--- src/rtl/sram_ctrl_pkg.sv ---
package sram_ctrl_pkg;
  typedef enum logic [2:0] {ST_IDLE, ST_TURN, ST_READ, ST_WRITE, ST_WHOLD} ctrl_state_e;

  function automatic int unsigned cdiv(input int unsigned num, input int unsigned den);
    return (num + den - 1) / den;
  endfunction
endpackage

--- src/rtl/sram_cycle_timer.sv ---
module sram_cycle_timer #(
  parameter int unsigned W = 5
) (
  input  logic         clk_i,
  input  logic         rst_ni,
  input  logic         load_i,
  input  logic [W-1:0] val_i,
  output logic         expired_o
);
  logic [W-1:0] cnt_q;

  always_ff @(posedge clk_i or negedge rst_ni) begin
    if (!rst_ni)              cnt_q <= '0;
    else if (load_i)          cnt_q <= val_i;
    else if (cnt_q != '0)     cnt_q <= cnt_q - 1'b1;
  end

  assign expired_o = (cnt_q == '0);
endmodule

--- src/rtl/sram_page_walker.sv ---
module sram_page_walker #(
  parameter int unsigned AW = 17,
  parameter int unsigned WB = 4,
  localparam int unsigned LW = WB + 1
) (
  input  logic          clk_i,
  input  logic          rst_ni,
  input  logic          load_i,
  input  logic          step_i,
  input  logic [AW-1:0] addr_i,
  input  logic [LW-1:0] len_i,
  output logic [AW-1:0] addr_o,
  output logic          last_o,
  output logic [LW-1:0] count_o
);
  localparam logic [LW-1:0] PW_L  = LW'(1 << WB);
  localparam logic [LW-1:0] ONE_L = LW'(1);

  logic [AW-WB-1:0] page_q;
  logic [WB-1:0]    word_q;
  logic [LW-1:0]    remain_q, count_q;
  logic [LW-1:0]    len_eff, room, words;

  always_comb begin
    if (len_i == '0)      len_eff = ONE_L;
    else if (len_i > PW_L) len_eff = PW_L;
    else                  len_eff = len_i;
    room  = PW_L - {1'b0, addr_i[WB-1:0]};
    words = (len_eff < room) ? len_eff : room;
  end

  always_ff @(posedge clk_i or negedge rst_ni) begin
    if (!rst_ni) begin
      page_q   <= '0;
      word_q   <= '0;
      remain_q <= '0;
      count_q  <= '0;
    end else if (load_i) begin
      page_q   <= addr_i[AW-1:WB];
      word_q   <= addr_i[WB-1:0];
      remain_q <= words;
      count_q  <= words;
    end else if (step_i) begin
      word_q   <= word_q + 1'b1;
      remain_q <= remain_q - 1'b1;
    end
  end

  assign addr_o  = {page_q, word_q};
  assign last_o  = (remain_q == ONE_L);
  assign count_o = count_q;

  AST_PAGE_NO_WRAP: assert property (@(posedge clk_i) disable iff (!rst_ni)
    (remain_q != '0) |-> (({1'b0, word_q} + remain_q) <= PW_L));
endmodule

--- src/rtl/sram_page_ctrl.sv ---
module sram_page_ctrl import sram_ctrl_pkg::*; #(
  parameter int unsigned CLK_PS     = 4000,
  parameter int unsigned T_CYCLE_PS = 70000,
  parameter int unsigned T_WP_PS    = 40000,
  parameter int unsigned T_DW_PS    = 40000,
  parameter int unsigned T_TURN_PS  = 20000,
  parameter int unsigned AW         = 17,
  parameter int unsigned WB         = 4,
  localparam int unsigned DW        = 16,
  localparam int unsigned LW        = WB + 1
) (
  input  logic          clk_i,
  input  logic          rst_ni,
  input  logic          req_i,
  input  logic          req_we_i,
  input  logic [AW-1:0] req_addr_i,
  input  logic [DW-1:0] req_wdata_i,
  input  logic [1:0]    req_be_i,
  input  logic [LW-1:0] req_len_i,
  output logic          ready_o,
  output logic          rvalid_o,
  output logic [DW-1:0] rdata_o,
  output logic          done_o,
  output logic [LW-1:0] count_o,
  output logic [AW-1:0] mem_addr_o,
  output logic          mem_ce1_no,
  output logic          mem_ce2_o,
  output logic          mem_we_no,
  output logic          mem_oe_no,
  output logic          mem_ub_no,
  output logic          mem_lb_no,
  output logic [DW-1:0] mem_dq_o,
  output logic          mem_dq_oe_o,
  input  logic [DW-1:0] mem_dq_i
);
  localparam int unsigned RD_CYC = (cdiv(T_CYCLE_PS, CLK_PS) < 1) ? 1 : cdiv(T_CYCLE_PS, CLK_PS);
  localparam int unsigned WP_C   = cdiv(T_WP_PS, CLK_PS);
  localparam int unsigned DW_C   = cdiv(T_DW_PS, CLK_PS);
  localparam int unsigned WL_A   = (WP_C > DW_C) ? WP_C : DW_C;
  localparam int unsigned WL_B   = (WL_A > RD_CYC - 1) ? WL_A : RD_CYC - 1;
  localparam int unsigned WL_CYC = (WL_B < 1) ? 1 : WL_B;
  localparam int unsigned TA_CYC = (cdiv(T_TURN_PS, CLK_PS) < 1) ? 1 : cdiv(T_TURN_PS, CLK_PS);
  localparam int unsigned MX_A   = (RD_CYC > WL_CYC) ? RD_CYC : WL_CYC;
  localparam int unsigned MX_CYC = (MX_A > TA_CYC) ? MX_A : TA_CYC;
  localparam int unsigned TW     = $clog2(MX_CYC + 1);
  localparam logic [TW-1:0] RD_LAST = TW'(RD_CYC - 1);
  localparam logic [TW-1:0] WL_LAST = TW'(WL_CYC - 1);
  localparam logic [TW-1:0] TA_LAST = TW'(TA_CYC - 1);

  ctrl_state_e   state_q;
  logic          op_we_q, last_we_q, has_last_q;
  logic [DW-1:0] wdata_q, rdata_q;
  logic [1:0]    be_q;
  logic          rvalid_q, done_q;
  logic          t_load, t_exp;
  logic [TW-1:0] t_val;
  logic          w_load, w_step, w_last;
  logic          need_turn, sel;

  assign need_turn = has_last_q && (last_we_q != req_we_i);
  assign w_load    = (state_q == ST_IDLE) && req_i;
  assign w_step    = (state_q == ST_READ) && t_exp && !w_last;

  always_comb begin
    t_load = 1'b0;
    t_val  = '0;
    unique case (state_q)
      ST_IDLE: if (req_i) begin
        t_load = 1'b1;
        t_val  = need_turn ? TA_LAST : (req_we_i ? WL_LAST : RD_LAST);
      end
      ST_TURN: if (t_exp) begin
        t_load = 1'b1;
        t_val  = op_we_q ? WL_LAST : RD_LAST;
      end
      ST_READ: if (t_exp && !w_last) begin
        t_load = 1'b1;
        t_val  = RD_LAST;
      end
      default: ;
    endcase
  end

  sram_cycle_timer #(.W(TW)) u_timer (
    .clk_i, .rst_ni, .load_i(t_load), .val_i(t_val), .expired_o(t_exp)
  );

  sram_page_walker #(.AW(AW), .WB(WB)) u_walker (
    .clk_i, .rst_ni,
    .load_i (w_load),
    .step_i (w_step),
    .addr_i (req_addr_i),
    .len_i  (req_we_i ? LW'(1) : req_len_i),  // writes are single words
    .addr_o (mem_addr_o),
    .last_o (w_last),
    .count_o(count_o)
  );

  always_ff @(posedge clk_i or negedge rst_ni) begin
    if (!rst_ni) begin
      state_q    <= ST_IDLE;
      op_we_q    <= 1'b0;
      last_we_q  <= 1'b0;
      has_last_q <= 1'b0;
      wdata_q    <= '0;
      be_q       <= '0;
      rdata_q    <= '0;
      rvalid_q   <= 1'b0;
      done_q     <= 1'b0;
    end else begin
      rvalid_q <= 1'b0;
      done_q   <= 1'b0;
      unique case (state_q)
        ST_IDLE: if (req_i) begin
          op_we_q <= req_we_i;
          wdata_q <= req_wdata_i;
          be_q    <= req_be_i;
          state_q <= need_turn ? ST_TURN : (req_we_i ? ST_WRITE : ST_READ);
        end
        ST_TURN: if (t_exp) state_q <= op_we_q ? ST_WRITE : ST_READ;
        ST_READ: if (t_exp) begin
          rdata_q  <= mem_dq_i;
          rvalid_q <= 1'b1;
          if (w_last) begin
            state_q    <= ST_IDLE;
            done_q     <= 1'b1;
            last_we_q  <= 1'b0;
            has_last_q <= 1'b1;
          end
        end
        ST_WRITE: if (t_exp) state_q <= ST_WHOLD;
        ST_WHOLD: begin
          state_q    <= ST_IDLE;
          done_q     <= 1'b1;
          last_we_q  <= 1'b1;
          has_last_q <= 1'b1;
        end
        default: state_q <= ST_IDLE;
      endcase
    end
  end

  assign sel         = (state_q == ST_READ) || (state_q == ST_WRITE) || (state_q == ST_WHOLD);
  assign ready_o     = (state_q == ST_IDLE);
  assign rvalid_o    = rvalid_q;
  assign rdata_o     = rdata_q;
  assign done_o      = done_q;
  assign mem_ce1_no  = !sel;
  assign mem_ce2_o   = sel;
  assign mem_oe_no   = (state_q != ST_READ);
  assign mem_we_no   = (state_q != ST_WRITE);
  assign mem_ub_no   = !(sel && be_q[1]);
  assign mem_lb_no   = !(sel && be_q[0]);
  assign mem_dq_o    = wdata_q;
  assign mem_dq_oe_o = (state_q == ST_WRITE) || (state_q == ST_WHOLD);

  AST_IDLE_STANDBY: assert property (@(posedge clk_i) disable iff (!rst_ni)
    ready_o |-> (mem_ce1_no && !mem_ce2_o && mem_we_no && !mem_dq_oe_o));
  AST_WE_BLOCKS_OE: assert property (@(posedge clk_i) disable iff (!rst_ni)
    !mem_we_no |-> (mem_oe_no && mem_dq_oe_o));
  AST_NO_CONTENTION: assert property (@(posedge clk_i) disable iff (!rst_ni)
    !mem_oe_no |-> !mem_dq_oe_o);
  AST_BUS_RELEASE: assert property (@(posedge clk_i) disable iff (!rst_ni)
    !mem_oe_no |-> !$past(mem_dq_oe_o));
  AST_PAGE_HOLD: assert property (@(posedge clk_i) disable iff (!rst_ni)
    (!mem_oe_no && !$past(mem_oe_no)) |-> (mem_addr_o[AW-1:WB] == $past(mem_addr_o[AW-1:WB])));
  AST_DONE_WITH_READ: assert property (@(posedge clk_i) disable iff (!rst_ni)
    (done_o && !$past(op_we_q)) |-> rvalid_o);
endmodule

--- config.mk ---
export PLATFORM = sky130hd
export DESIGN_NAME = sram_page_ctrl
export DESIGN_NICKNAME = d
export VERILOG_FILES = /design/src/rtl/sram_ctrl_pkg.sv /design/src/rtl/sram_cycle_timer.sv /design/src/rtl/sram_page_walker.sv /design/src/rtl/sram_page_ctrl.sv
export SDC_FILE = /design/constraint.sdc
export NUM_CORES = 1
export LEC_CHECK = 0
export ABC_AREA = 1
export CORE_MARGIN = 2
export CORE_UTILIZATION = 35
export CTS_BUF_LIST = sky130_fd_sc_hd__clkbuf_4 sky130_fd_sc_hd__clkbuf_8
export CTS_CLUSTER_SIZE = 12
export DETAILED_ROUTE_END_ITERATION = 6
export DONT_BUFFER_PORTS = 1
export GPL_TIMING_DRIVEN = 0
export SYNTH_ARGS = -nofsm -noshare
export SYNTH_HDL_FRONTEND = slang
export SYNTH_SLANG_ARGS = --single-unit
--- constraint.sdc ---
create_clock -name clk_i -period 4.4 [get_ports clk_i]
set_input_delay 0.88 -clock clk_i [delete_from_list [all_inputs] [get_ports clk_i]]
set_output_delay 0.88 -clock clk_i [all_outputs]
set_load 0.02 [all_outputs]
==> impl_metrics.ini <==
[timing]
max_slew_vio_count = 0
finalWorstSetupSlack_ns = 1.13
hold_slack_ns = 0.214
timing.setup.tns_ns = 0
rsz0062_at_grt = no
report.final.setup_viol = 0
slew_headroom_pct = 66.3
timing.clock.skew_ns = 0.0108
period_needed_ns = 3.27
tightestPinTransition_ns = 0.503
report.final.hold_viol_count = 0
max_clock_freq_mhz = 306
period_share_pct = 74.2

[global_routing]
grt_most_used_layer = met2
grt_pass1_wl_um = 13700
use_met3_pct = 4.20
grt_start_max_net_pins = 75
vias_in_the_first_global_route = 2691
grtUsageTotal_pct = 15.8
gr_util_met2_pct = 24.8
gr_overflow_total = 0
grt_util_met1_pct = 20.4
grt_antenna_before_repair = 0

[die]
initial_util_pct = 36.0
top_level_ports = 124
die_area_um2 = 10800
rows = 36
die_height_um = 104
floorplan.die.width_um = 104
core_area_um2 = 9730

[finish]
layout.cell_area.non_filler_um2 = 3890
design.final.nets = 509
area_growth_syn_to_layout_pct = 11.1
post_route_cells_drive_above_1_share_pct = 8.99
num-fill-cells = 1001
antennaDiodeCount = 0

[placed_design]
place.detailed.hpwl_um = 6000
gp_congestion = 0.806
dp_worst_setup_slack_ns = 1.45
port_buffers = 0
dpl_cell_area_um2 = 3670

[worst_setup_path]
cp-start-kind = flip-flop
critical_path_buf_inv_count = 3
critPathMaxFanout = 5
regToRegEndpoint = u_timer.cnt_q[2]$_DFFE_PN0P_
worst-r2r-setup-slack_ns = 2.65
critical_path_cell_count = 8
cells_on_worst_reg2reg_path = 9
cp_data_required_time_ns = 3.52
worstSetupEndpointType = output port
crit-reg2reg-launch = u_timer.cnt_q[0]$_DFFE_PN0P_
crit_path_max_incr_delay_ns = 0.45
worstPathCellList = inv_1 > nand2_1 > nor2_1 > inv_1 > nand2_1 > nor2_1 > inv_1 > nand2_1
critical_path_type = reg2out
arrival_ns = 2.39
standard_cell_with_the_maximum_stage_delay_on_the_critical_path = nor2_1
critical_path.top_delay_family = simple AND/OR/NAND/NOR gates

[power_and_ir_drop]
power-per-cell-area_nw_per_um2 = 790
power.switching_fraction_pct = 46.1
p_int_mw = 1.65
seq_power_share_pct = 50.1
overall_power_after_layout_mw = 3.07
max-vdd-ir-drop_uv = 278
combinational_power_share_pct = 30.4
leakage_nw = 2.09
clkPwrFrac_pct = 19.4
power.switching_mw = 1.42

[yosys]
syn_inst = 429
ys_seq_elements = 74
synth_area_leader = dfrtp_1
synth.area.top_cells = dfrtp_1 53%, nand2_1 21%, inv_1 4.1%
netlist_area_um2 = 3500
number_of_enable_type_register_cells_in_the_synthesized_netlist = 0
synth.most_common_cell = nand2_1
yosys_most_used_dff = dfrtp_1
yosysUniqueCellTypes = 28
synth_top_cells_by_count = 192 x nand2_1, 74 x dfrtp_1, 38 x inv_1
synth_top_area_share_pct = 52.9
postSynthNetCount = 498
yosys_warnings = 0
syn_area_per_cell_um2 = 8.16
seq_area_frac_synth_pct = 52.9
asyncSetResetFlopFracSynth_pct = 100

[route]
antenna_left = 0
detail_route.first_pass.iterations = 6
via_count = 2717
drc_violation_count_after_routing = 0
route.detailed.wl_per_inst_um = 14.1
via_per_inst = 4.70
wirelength_um = 8160
detailedRoute.firstIterationViolations = 179

[clock_network]
post_cts_buffers = 0
clock_latency_at_the_later_pin_of_the_worst_skew_pair_ns = 0.35
h-tree-depth = 3
ctsHoldBuffers = 0
cts_inserted_buffers = 9
numClockSinks = 74
clock_tree_from_tritoncts = done
worst_setup_hold_path_clk_slew_ns = 0.08
clock_path_buffers = 2
postCtsResizedCells = 0
clock_root_buffer = clkbuf_8

[flow_run]
max_cap_viol_count = 0

[min_path]
path_category_of_the_worst_min_delay_check = in2async

[status]
status = finished clean
[per-stage QoR]
step / instances / util, %
3_3_place_gp: 562 / 37.7
2_1_floorplan: 429 / -
3_5_place_dp: 562 / 37.7
4_1_cts: 578 / 40.0
6_report: 578 / 40.0
5_1_grt: 578 / 40.0
[per-layer routing]
layer  vias up  routed length, um
li1       1338                  -
met1      1274               3540
met2        91               3950
met3        14                515
met4         0                157
met5         -                  0
[power groups by stage]
| stage | Combinational, mW | Sequential, mW | Clock, mW |
|---|---|---|---|
| 2_1_floorplan | 0.767 | 1.48 | 0 |
| 3_3_place_gp | 0.911 | 1.55 | 0 |
| 3_5_place_dp | 0.956 | 1.55 | 0 |
| 4_1_cts | 0.954 | 1.55 | 0.619 |
| 5_1_grt | 1.08 | 1.58 | 0.652 |
| 6_report | 0.935 | 1.54 | 0.597 |
[state kept, by name, indices dropped and copies added, names as in the netlist]
signal / count
mem_dq_o: 16
rdata_o: 16
u_walker.page_q: 13
u_timer.cnt_q: 5
u_walker.count_o: 5
u_walker.remain_q: 5
u_walker.word_q: 4
state_q: 3
be_q: 2
done_o: 1
has_last_q: 1
last_we_q: 1
op_we_q: 1
rvalid_o: 1
[how the worst max path moves through the flow]
stage,end,start,slack [ns]
floorplan,mem_lb_no,state_q[1]$_DFFE_PN0P_,1.83
global placement,mem_lb_no,state_q[2]$_DFFE_PN0P_,1.46
detailed placement,mem_lb_no,state_q[2]$_DFFE_PN0P_,1.45
CTS,mem_lb_no,state_q[2]$_DFFE_PN0P_,1.05
global route,mem_ub_no,state_q[2]$_DFFE_PN0P_,0.89
finish,mem_lb_no,state_q[2]$_DFFE_PN0P_,1.13
[logic make-up (layout without fill, tap and decap cells)]
group           count (synthesis)  after routing  share of synthesized area [%]
simple gates                  259            259                           31.3
flops                          74             74                           52.9
buf+inv                        51             67                           6.33
compound gates                 29             29                           4.50
fa+ha+maj                       9              9                           3.22
xor+xnor                        7              7                           1.75
[placed cells by master, fill, tap and decap left out]
master      netlist  final
nand2_1         192    192
dfrtp_1          74     74
inv_1            38     38
nor2_1           32     32
nand3_1          20     20
a21oi_1          13     13
ha_1              9      9
clkbuf_8          0      9
o21ai_0           8      8
buf_2             6      6
xor2_1            5      5
nor2_2            4      4
buf_6             3      3
nor3_1            2      2
inv_2             2      2
nor2_4            2      2
buf_1             2      2
a31oi_1           2      2
o21a_1            2      2
nand2_4           2      2
xnor2_1           2      2
o22ai_1           2      2
bufinv_16         0      2
nand2_2           1      1
nand3_4           1      1
nand3b_4          1      1
nor2_8            1      1
nand3_2           1      1
o21ai_1           1      1
o31ai_1           1      1
clkinv_4          0      1
clkinvlp_4        0      1
inv_6             0      1
clkinv_2          0      1
clkbuf_4          0      1
[area by class of cell]
| class | instances | area, um2 | share of cell area, % |
|---|---|---|---|
| clock buffer | 10 | 131 | 3.38 |
| inverter | 40 | 150 | 3.86 |
| clock inverter | 6 | 90.1 | 2.32 |
| multi-input combinational | 304 | 1430 | 36.7 |
| buffer | 11 | 71.3 | 1.83 |
| sequential | 74 | 1850 | 47.6 |
| tap | 133 | 166 | 4.28 |
Power figures use the tool's default switching activity.
